<file path="src/rtl/dpoll_pkg.sv">
package dpoll_pkg;

    localparam int BYTE_W     = 8;
    localparam int STATUS_BIT = 7;

    typedef enum logic [2:0] {
        ST_IDLE,
        ST_READ_ASSERT,
        ST_SAMPLE,
        ST_CHECK,
        ST_CONFIRM_READ,
        ST_DONE
    } poll_state_e;

    typedef enum logic {
        OP_PROGRAM = 1'b0,
        OP_ERASE   = 1'b1
    } op_kind_e;

    typedef struct packed {
        op_kind_e          op;
        logic [BYTE_W-1:0] expect_byte;
    } poll_job_t;

    function automatic logic poll_met(op_kind_e op, logic expect_msb, logic read_msb);
        if (op == OP_ERASE) begin
            return read_msb;
        end
        return read_msb == expect_msb;
    endfunction

endpackage

</file>
<file path="src/rtl/dpoll_oe_timer.sv">
module dpoll_oe_timer #(
    parameter int OE_CYCLES = 3
) (
    input  logic clk,
    input  logic rst,
    input  logic run_i,
    output logic hold_done_o,
    output logic read_done_o
);
    localparam int CW = $clog2(OE_CYCLES + 1) + 1;

    logic [CW-1:0] cnt_q;

    always_ff @(posedge clk) begin
        if (rst || !run_i) begin
            cnt_q <= '0;
        end else begin
            cnt_q <= cnt_q + 1'b1;
        end
    end

    assign hold_done_o = run_i && (cnt_q == CW'(OE_CYCLES - 1));
    assign read_done_o = run_i && (cnt_q == CW'(OE_CYCLES));
endmodule

</file>
<file path="src/rtl/dpoll_attempts.sv">
module dpoll_attempts #(
    parameter int MAX_POLLS = 1024
) (
    input  logic clk,
    input  logic rst,
    input  logic clear_i,
    input  logic inc_i,
    output logic last_o
);
    localparam int NW = $clog2(MAX_POLLS + 1) + 1;

    logic [NW-1:0] cnt_q;

    always_ff @(posedge clk) begin
        if (rst || clear_i) begin
            cnt_q <= '0;
        end else if (inc_i) begin
            cnt_q <= cnt_q + 1'b1;
        end
    end

    assign last_o = (cnt_q == NW'(MAX_POLLS - 1));
endmodule

</file>
<file path="src/rtl/dpoll_judge.sv">
module dpoll_judge
    import dpoll_pkg::*;
(
    input  op_kind_e op_i,
    input  logic     expect_msb_i,
    input  logic     sample_msb_i,
    output logic     met_o
);
    always_comb begin
        met_o = poll_met(op_i, expect_msb_i, sample_msb_i);
    end
endmodule

</file>
<file path="src/rtl/dpoll_ctrl.sv">
module dpoll_ctrl
    import dpoll_pkg::*;
#(
    parameter int ADDR_W    = 20,
    parameter int OE_CYCLES = 3,
    parameter int MAX_POLLS = 1024
) (
    input  logic              clk,
    input  logic              rst,
    input  logic              start_i,
    input  logic              op_i,
    input  logic [ADDR_W-1:0] addr_i,
    input  logic [7:0]        data_i,
    output logic [ADDR_W-1:0] bus_addr_o,
    output logic              bus_oe_n_o,
    input  logic [7:0]        bus_data_i,
    output logic              busy_o,
    output logic              done_o,
    output logic              err_o,
    output logic [7:0]        result_o
);
    poll_state_e       state_q;
    poll_job_t         job_q;
    logic [ADDR_W-1:0] addr_q;
    logic [BYTE_W-1:0] sample_q;
    logic [BYTE_W-1:0] result_q;
    logic              err_q;

    logic timer_run, hold_done, read_done;
    logic attempts_clear, attempts_inc, attempts_last;
    logic met;
    logic accept;

    assign accept    = (state_q == ST_IDLE) && start_i;
    assign timer_run = (state_q == ST_READ_ASSERT) || (state_q == ST_CONFIRM_READ);

    dpoll_oe_timer #(.OE_CYCLES(OE_CYCLES)) u_timer (
        .clk         (clk),
        .rst         (rst),
        .run_i       (timer_run),
        .hold_done_o (hold_done),
        .read_done_o (read_done)
    );

    dpoll_judge u_judge (
        .op_i         (job_q.op),
        .expect_msb_i (job_q.expect_byte[STATUS_BIT]),
        .sample_msb_i (sample_q[STATUS_BIT]),
        .met_o        (met)
    );

    assign attempts_clear = accept;
    assign attempts_inc   = (state_q == ST_CHECK) && !met && !attempts_last;

    dpoll_attempts #(.MAX_POLLS(MAX_POLLS)) u_attempts (
        .clk     (clk),
        .rst     (rst),
        .clear_i (attempts_clear),
        .inc_i   (attempts_inc),
        .last_o  (attempts_last)
    );

    always_ff @(posedge clk) begin
        if (rst) begin
            state_q  <= ST_IDLE;
            job_q    <= '{op: OP_PROGRAM, expect_byte: '0};
            addr_q   <= '0;
            sample_q <= '0;
            result_q <= '0;
            err_q    <= 1'b0;
        end else begin
            case (state_q)
                ST_IDLE: begin
                    if (start_i) begin
                        job_q.op          <= op_kind_e'(op_i);
                        job_q.expect_byte <= data_i;
                        addr_q            <= addr_i;
                        result_q          <= '0;
                        err_q             <= 1'b0;
                        state_q           <= ST_READ_ASSERT;
                    end
                end
                ST_READ_ASSERT: begin
                    if (hold_done) begin
                        state_q <= ST_SAMPLE;
                    end
                end
                ST_SAMPLE: begin
                    sample_q <= bus_data_i;
                    state_q  <= ST_CHECK;
                end
                ST_CHECK: begin
                    if (met) begin
                        state_q <= ST_CONFIRM_READ;
                    end else if (attempts_last) begin
                        result_q <= sample_q;
                        err_q    <= 1'b1;
                        state_q  <= ST_DONE;
                    end else begin
                        state_q <= ST_READ_ASSERT;
                    end
                end
                ST_CONFIRM_READ: begin
                    if (read_done) begin
                        result_q <= bus_data_i;
                        state_q  <= ST_DONE;
                    end
                end
                ST_DONE: begin
                    state_q <= ST_IDLE;
                end
                default: begin
                    state_q <= ST_IDLE;
                end
            endcase
        end
    end

    assign bus_addr_o = addr_q;
    assign bus_oe_n_o = !((state_q == ST_READ_ASSERT) || (state_q == ST_SAMPLE) ||
                          (state_q == ST_CONFIRM_READ));
    assign busy_o     = (state_q != ST_IDLE);
    assign done_o     = (state_q == ST_DONE);
    assign err_o      = err_q;
    assign result_o   = result_q;
endmodule

</file>
<file path="config.mk">
export PLATFORM = sky130hd
export DESIGN_NAME = dpoll_ctrl
export DESIGN_NICKNAME = d
export VERILOG_FILES = /design/src/rtl/dpoll_pkg.sv /design/src/rtl/dpoll_oe_timer.sv /design/src/rtl/dpoll_attempts.sv /design/src/rtl/dpoll_judge.sv /design/src/rtl/dpoll_ctrl.sv
export SDC_FILE = /design/constraint.sdc
export NUM_CORES = 1
export LEC_CHECK = 0
export ABC_AREA = 1
export BUFFER_PORTS_ARGS = -buffer_cell sky130_fd_sc_hd__buf_2
export CORE_UTILIZATION = 56
export CTS_CLUSTER_DIAMETER = 40
export DETAILED_ROUTE_END_ITERATION = 6
export PLACE_DENSITY = 0.95
export SLEW_MARGIN = 20
export SYNTH_ARGS = -nofsm -noshare
export SYNTH_HDL_FRONTEND = slang
export SYNTH_HIERARCHICAL = 1
export SYNTH_SLANG_ARGS = --single-unit
</file>
<file path="constraint.sdc">
create_clock -name clk -period 3.75 [get_ports clk]
set_clock_uncertainty 0.05 [all_clocks]
set_input_delay 0 -clock clk [delete_from_list [all_inputs] [get_ports clk]]
set_output_delay 0 -clock clk [all_outputs]
set_load 0.01 [all_outputs]
</file>
==> results.md, run 1 <==
* Final min period at between 2000 and 3000 ps
* Util after Layout at between 70% and 80%
* Tot Pwr at 0.00214 W
* CTS tree: done
* Root Buffer: clkbuf_8
* # resized after CTS at 0
* Area Overhead vs Synth at 32.1%
* Remaining Overflow, GRT at 0
* Post-synth cell types at 26
* Pwr dens at between 600 and 700 nW/um^2
* Peak supply drop at just under 0.0004 V
* Vias/cell at approximately 5.3
* CP Max Fanout at 24
* Count of final hold-check violations at 0
* Mapped Cells at approximately 370
* Wire per inst at 14.2 um
* Fillcell total at around 300
* DRT Pass-1 Iters at 6
* Share of cells above drive strength 1 at approximately a fifth
* Final setup viols at 0
* Crit Path Class: reg -> reg
* Critical path endpoint category: flip-flop
* Synth warn at 6
* Critical Path Source Type: flip-flop
* Unrepaired setup endpoints after global routing: false
* Mapped Nets at 412
* Placement Cell Area at 2930 sq um
* Worst skew pair latency at between 300 and 400 ps
* Rows at 24
* Cell Area, Synth at around 2600 sq um
* Fmax at roughly 0.36 GHz
* CP max stage cell: dfxtp_1
* Slowest cell delay on critical path at between 600 and 700 ps
* Hold buffer count at cts at 30
* Overall routing resource usage at a little under a third
* DRC at 0
* CTS sink cnt at between 50 and 60
* Register Area at around 1100 sq um
* Tcrit/Tclk final at 74.0%
* Starting DRT DRC Count at 340
* Hold Startpoint: rst
* #FFs+latches synth at 57
* Number of global-route vias before repair at about 2600
* Final HPWL DP at ~4.0 mm
* Min-delay worst type: in -> reg
* Die Width at between 70 and 80 um
* Crit path cell chain: inv_1 > nand3_2 > buf_4 > inv_2 > nor2_1 > inv_1 > a211oi_1
* Static Leak at 1.59 nW
* CP Buf/Inv Count at 4
* Die area at around 5000 sq um
* Slew @ Worst Pin at 775 ps
* Clk slew on worst S/H paths at approximately 70 ps
* Most used DFF post-synth: dfxtp_1
* First-pass GRT wire length at around 12 mm
* Final Cell Area at 3430 sq um
* Slew HR at approximately 48%
* Global placement routability congestion at roughly 0.81
* Register area share after synthesis at 43.9%
* Post-synth EDFFs at 0
* Post-CTS setup buffer count at 0
* Detailed Route WL at approximately 7.4 mm
* Largest net degree at the start of global routing at 30
* Initial antenna violation count at 2
* CP delay by family, top: buffers and inverters
* Initial core utilization at 58.9%
* Vias at approximately 2800
* WP data required at 3930 ps
* Antenna Nets Post-Route at 0
* Worst path most repeated cell: inv_1
* Post-Syn Area per Cell at about 7.1 sq um
* R2R Path Start: state_q[2]$_SDFFE_PP0P_
* Worst path arrival time at approximately 3000 ps
* Worst setup startpoint: state_q[2]$_SDFFE_PP0P_
* Core ar. at 4410 sq um
* Nets at just over 500
* Max-slew violations at 0
* Max-cap violations at 0
* IO buf count at 64
* Final setup TNS at 0 ps
* Footprint of the multi-input gates at 1230 sq um
* Cts bufs inserted at 9
* Die Ht at 70.1 um
* Status: finished, final reports clean
* # H-tree levels at 3
* Longest Clk Path Bufs at 2
* Async SR Flop Fraction at 0%
* I/O pin count at between 70 and 80
==> layout by cell type, fill, tap and decap left out, types with 4 or more instances in the layout <==
cell           netlist  layout
nor2_1              47      47
o21ai_0             11      11
dfxtp_1             57      57
ha_1                 4       4
inv_1               44      44
a21oi_1             40      40
nand2_1             99      99
dlygate4sd3_1        0      30
nand2_2              4       4
buf_2                6      64
nand3_1             28      28
clkbuf_8             0      10
==> flip-flops by register name, indices dropped and copies added, names as in the netlist <==
name              flops
bus_addr_o           20
err_o                 1
job_q                 2
result_o              8
sample_q              8
state_q               3
u_attempts/cnt_q     12
u_timer/cnt_q         3
==> synth_stat cells, types with 2 or more instances <==
cell	count	area, sq um
nand2_2	4	25.0
buf_2	6	30.0
nor3_1	2	10.0
nor2_4	3	33.8
nand4_1	2	12.5
ha_1	4	50.1
nor2_8	2	40.0
clkbuf_1	3	11.3
dfxtp_1	57	1140
nand3_2	3	30.0
inv_1	44	165
a21oi_1	40	200
nand2_4	2	22.5
nor2_2	2	12.5
buf_4	2	15.0
nand3_1	28	140
nor2_1	47	176
o21ai_0	11	55.1
nand2_1	99	372
==> final cells by class <==
class | instances | share of cell area, %
diodes | 2 | 0.146
clock buffers | 11 | 4.12
clock inverters | 5 | 1.60
inverters | 45 | 4.92
multi-input cells | 254 | 35.8
flip-flops and latches | 57 | 33.2
well taps | 52 | 1.90
repair buffers | 95 | 18.3
==> worst register-to-register path, cell delays in order (launching register included) <==
cell      delay (ps)
dfxtp_1          680
inv_1            290
nand3_2          130
buf_4            280
inv_2            250
nor2_1           660
inv_1             90
a211oi_1         250
==> metrics by stage <==
step           instances  hold WS [ps]  setup slack [ps]
2_1_floorplan        368          92.8              2000
3_3_place_gp         473           200              1190
3_5_place_dp         473           205              1140
4_1_cts              519          52.4              1090
5_1_grt              521           112               808
6_report             521          82.4               974
==> report_power, final <==
part / internal [W] / total, W / switching [W]
logic: 0.000274 / 0.000766 / 0.000492
registers: 0.000723 / 0.000797 / 0.0000733
clock network: 0.000323 / 0.000574 / 0.000252
total: 0.00132 / 0.00214 / 0.000817
==> final timing paths <==
path,end,slack (ps),cells past startpoint
hold reg to reg,sample_q[5]$_SDFFE_PP0P_,400,2
hold / removal,bus_addr_o[1]$_SDFFE_PP0P_,80,2
setup reg to reg,u_attempts/cnt_q[1]$_SDFFE_PP0P_,970,7
setup / recovery,u_attempts/cnt_q[1]$_SDFFE_PP0P_,970,7
==> routing by layer <==
layer  GRT usage (%)  share of wire [%]  up-vias
li1                -                  -     1345
met1            32.8                 38     1261
met2            53.6                 51      140
met3            7.94                6.1       35
met4            21.6                5.1        0
met5               0                  0        -
==> logic make-up (layout without fill, tap and decap cells) <==
kind of cell	after synthesis	after routing	share of synthesized area [%]
buffers and inverters	57	156	8.81
adders and majority gates	4	4	1.93
other	0	2	0
DFF	57	57	43.9
and+or+nand+nor	197	197	35.1
AOI/OAI and AO/OA	53	53	10.3
(Power assumes the default switching activity.)
==> inputs of run 2 (changes only) <==
--- a/config.mk
+++ b/config.mk
@@ -5,12 +5,12 @@
 export SDC_FILE = /design/constraint.sdc
 export NUM_CORES = 1
 export LEC_CHECK = 0
-export ABC_AREA = 1
+export ABC_AREA = 0
 export BUFFER_PORTS_ARGS = -buffer_cell sky130_fd_sc_hd__buf_2
-export CORE_UTILIZATION = 56
+export CORE_UTILIZATION = 46
 export CTS_CLUSTER_DIAMETER = 40
 export DETAILED_ROUTE_END_ITERATION = 6
-export PLACE_DENSITY = 0.95
+export PLACE_DENSITY = 0.86
 export SLEW_MARGIN = 20
 export SYNTH_ARGS = -nofsm -noshare
 export SYNTH_HDL_FRONTEND = slang
==> constraint.sdc (replaced) <==
create_clock -name clk -period 2.3 [get_ports clk]
set_clock_uncertainty 0.05 [all_clocks]
set_input_delay 0 -clock clk [delete_from_list [all_inputs] [get_ports clk]]
set_output_delay 0 -clock clk [all_outputs]
set_load 0.01 [all_outputs]
==> results.md, run 2 <==
* Static Leak at 1.38 nW (was 1.59 nW)
* Crit path cell chain: nor2_1 > xor2_1 > or2_2 > nor3_4 > nand4_4 > or4_1 > a21oi_1 (was inv_1 > nand3_2 > buf_4 > inv_2 > nor2_1 > inv_1 > a211oi_1)
* Nets at 420 (was 506)
* Async SR Flop Fraction at 0% (unchanged)
* Max-slew violations at 0 (unchanged)
* Clock power share at 43.6% (was 26.9%)
* Root Buffer: clkbuf_8 (unchanged)
* Share of power burned in registers at 44.7% (was 37.3%)
* Placed insts at 402 (was 473)
* Pwr dens at 692 nW/um^2 (was 622 nW/um^2)
* Final HPWL DP at 3.68 mm (was 4.04 mm)
* Post-synthesis compound-gate area fraction at 18.3% (was 10.3%)
* Non-Filler Instances at 451 (was 521)
* Hold Startpoint: rst (unchanged)
* Cts bufs inserted at 9 (unchanged)
* Register area share after synthesis at 46.6% (was 43.9%)
* Tot Pwr at 0.00234 W (was 0.00214 W)
* R2R Path Start: job_q[8]$_SDFFE_PP0P_ (was state_q[2]$_SDFFE_PP0P_)
* Status: finished, final reports clean (unchanged)
* Slowest cell delay on critical path at 500 ps (was 680 ps)
* Switch Pwr at 0.000576 W (was 0.000817 W)
* Final Cell Area at 3380 sq um (was 3430 sq um)
* Remaining Overflow, GRT at 0 (unchanged)
* CP max stage cell: or4_1 (was dfxtp_1)
* Top cells by area, synth: dfxtp_1 47%, a21oi_1 8.2%, nand2_1 8.1% (was dfxtp_1 44%, nand2_1 14%, a21oi_1 7.7%)
* Starting DRT DRC Count at 224 (was 340)
* Initial core utilization at 47.9% (was 58.9%)
* Worst setup startpoint: job_q[8]$_SDFFE_PP0P_ (was state_q[2]$_SDFFE_PP0P_)
* CTS sink cnt at 57 (unchanged)
* Fillcell total at 415 (was 297)
* Vias at 2394 (was 2781)
* Post-Syn Area per Cell at 8.87 sq um (was 7.06 sq um)
* Largest net degree at the start of global routing at 30 (unchanged)
* Cell Area, Synth at 2450 sq um (was 2600 sq um)
* Adder-cell area share of the yosys netlist at 2.04% (was 1.93%)
* Synth warn at 6 (unchanged)
* First-pass GRT wire length at 9.87 mm (was 11.8 mm)
* Max reg flops at 20 (unchanged)
* Peak supply drop at 0.000544 V (was 0.000394 V)
* Wire per inst at 14.6 um (was 14.2 um)
* Most used DFF post-synth: dfxtp_1 (unchanged)
* Core ar. at 5110 sq um (was 4410 sq um)
* Fmax at 0.472 GHz (was 0.360 GHz)
* Min-delay worst type: in -> reg (unchanged)
* Leading area contributor after synthesis: dfxtp_1 (unchanged)
* Max-cap violations at 0 (unchanged)
* DRT Pass-1 Iters at 4 (was 6)
* #FFs+latches synth at 57 (unchanged)
* Largest family of logic cells by synthesized area: simple AND/OR/NAND/NOR gates (unchanged)
* Post-synth top cells: 57 x dfxtp_1, 53 x nand2_1, 40 x a21oi_1 (was 99 x nand2_1, 57 x dfxtp_1, 47 x nor2_1)
* Share of cells above drive strength 1 at 28.9% (was 21.2%)
* WP data required at 2520 ps (was 3930 ps)
* Unrepaired setup endpoints after global routing: false (unchanged)
* Critical Path Source Type: flip-flop (unchanged)
* Overall routing resource usage at 23.9% (was 31.0%)
* Post-synth cell types at 43 (was 26)
* Die area at 5620 sq um (was 4920 sq um)
* Post-synth EDFFs at 0 (unchanged)
* Die Ht at 75.0 um (was 70.1 um)
* Slew HR at 53.8% (was 48.1%)
* DRC at 0 (unchanged)
* Final setup viols at 0 (unchanged)
* Most frequently used cell type in the post-synthesis netlist: dfxtp_1 (was nand2_1)
* Area Overhead vs Synth at 38.2% (was 32.1%)
* Post-Synth XOR/XNOR Area at 1.79% (was 0%)
* Die Width at 75.0 um (was 70.1 um)
* Clk slew on worst S/H paths at 70 ps (about the same)
* Combinational Power Share at 11.7% (was 35.8%)
* Internal power at 0.00176 W (was 0.00132 W)
* Tcrit/Tclk final at 92.1% (was 74.0%)
* # H-tree levels at 3 (unchanged)
* Switching share of power at 24.6% (was 38.2%)
* Mux cell area share after synthesis at 4.09% (was 0%)
* Global placement routability congestion at 0.708 (was 0.810)
* Final min period at 2120 ps (was 2780 ps)
* Initial antenna violation count at 0 (was 2)
* Rows at 26 (was 24)
* Critical path endpoint category: flip-flop (unchanged)
* Worst hold slack at 33.1 ps (was 82.4 ps)
* Placement Cell Area at 2830 sq um (was 2930 sq um)
* CP Buf/Inv Count at 0 (was 4)
* Number of global-route vias before repair at 2147 (was 2627)
* Mapped Nets at 320 (was 412)
* Detailed Route WL at 6.60 mm (was 7.38 mm)
* Post-synth top area share at 46.6% (was 43.9%)
* Vias/cell at 5.31 (was 5.34)
* Synth Area in Simple Gates at 22.5% (was 35.1%)
* Longest Clk Path Bufs at 2 (unchanged)
* Antenna Nets Post-Route at 0 (unchanged)
* Most frequent cells in the layout: 64 x buf_2, 57 x dfxtp_1, 53 x nand2_1, 40 x a21oi_1, 31 x dlygate4sd3_1 (was 99 x nand2_1, 64 x buf_2, 57 x dfxtp_1, 47 x nor2_1, 44 x inv_1)
* CP delay by family, top: simple AND/OR/NAND/NOR gates (was buffers and inverters)
* Final setup TNS at 0 ps (unchanged)
* I/O pin count at 72 (unchanged)
* Worst path arrival time at 2330 ps (was 2960 ps)
* CTS tree: done (unchanged)
* Most common cell after layout, fill and taps aside: buf_2 (was nand2_1)
* Count of final hold-check violations at 0 (unchanged)
* Mapped Cells at 276 (was 368)
* CP Max Fanout at 8 (was 24)
* IO buf count at 64 (unchanged)
* # diodes at 0 (was 2)
* Worst skew pair latency at 340 ps (about the same)
* Crit Path Class: reg -> reg (unchanged)
* Slew @ Worst Pin at 690 ps (was 775 ps)
[run 2: cell types whose count changed after synthesis, moves of 6 or more]
cell and delta:
mux2i_1 +10, nand2_1 -46, o21ai_0 -6, inv_1 -40, nand3_1 -26, nor2_1 -27, a211oi_2 +8, clkbuf_1 +7
a22oi_1 +8
[run 2: final cells by class]
| cell class | count | area, sq um | share of cell area (%) |
|---|---|---|---|
| well taps | 70 | 87.6 | 2.59 |
| clock buffers | 11 | 131 | 3.88 |
| repair buffers | 106 | 713 | 21.1 |
| multi-input cells | 197 | 1210 | 35.8 |
| clock inverters | 5 | 80.1 | 2.37 |
| flip-flops and latches | 57 | 1140 | 33.7 |
| inverters | 5 | 18.8 | 0.555 |
[run 2: per-layer routing]
metal | global-route usage [%] | wire length [um]
met5 | 0 | 0
met4 | 16.1 | 165
met3 | 6.43 | 360
met2 | 37.7 | 3400
met1 | 28.6 | 2680
[run 2: path summary, 6_finish.rpt]
kind / end / slack (ps) / cells past startpoint
worst min register to register: bus_addr_o[11]$_SDFFE_PP0P_ / 400 / 2
worst max-delay path: u_attempts/cnt_q[9]$_SDFFE_PP0P_ / 180 / 7
worst max register to register: u_attempts/cnt_q[9]$_SDFFE_PP0P_ / 180 / 7
worst min-delay path: bus_addr_o[6]$_SDFFE_PP0P_ / 30 / 2
[run 2: cells by family (layout without fill, tap and decap cells)]
logic type,Yosys count,in the layout
fa+ha+maj,4,4
flops,57,57
compound gates,69,69
mux,10,10
simple gates,109,109
buf+inv,22,127
xor+xnor,5,5
[run 2: repair_timing]
item,in CTS,in global routing
hold endpoints to repair,32,0
setup buffers,0,2
hold buffers,31,0
endpoints found under the setup margin,0,14
gates resized for setup,0,2
[run 2: power by group through the flow]
stage                     clock network [W]  logic (W)  registers, W
after floorplan                           0   0.000125       0.00108
after global placement                    0   0.000218       0.00106
after detailed placement                  0   0.000225       0.00107
after CTS                           0.00104   0.000265       0.00104
after global routing                0.00108   0.000297       0.00105
final                               0.00102   0.000273       0.00105
[run 2: per-stage QoR]
stage          utilization, %  worst slack (ps)
2_1_floorplan               -               227
6_report                 66.2               182
3_3_place_gp             55.5               125
4_1_cts                  65.7              40.9
5_1_grt                  66.2              1.79
3_5_place_dp             55.5              53.4
[run 2: worst register-to-register path, delay by kind of cell (launching register included)]
family          cells  cell delay (ps)
compound gates      1              140
xor+xnor            1              150
flops               1              330
simple gates        5             1370
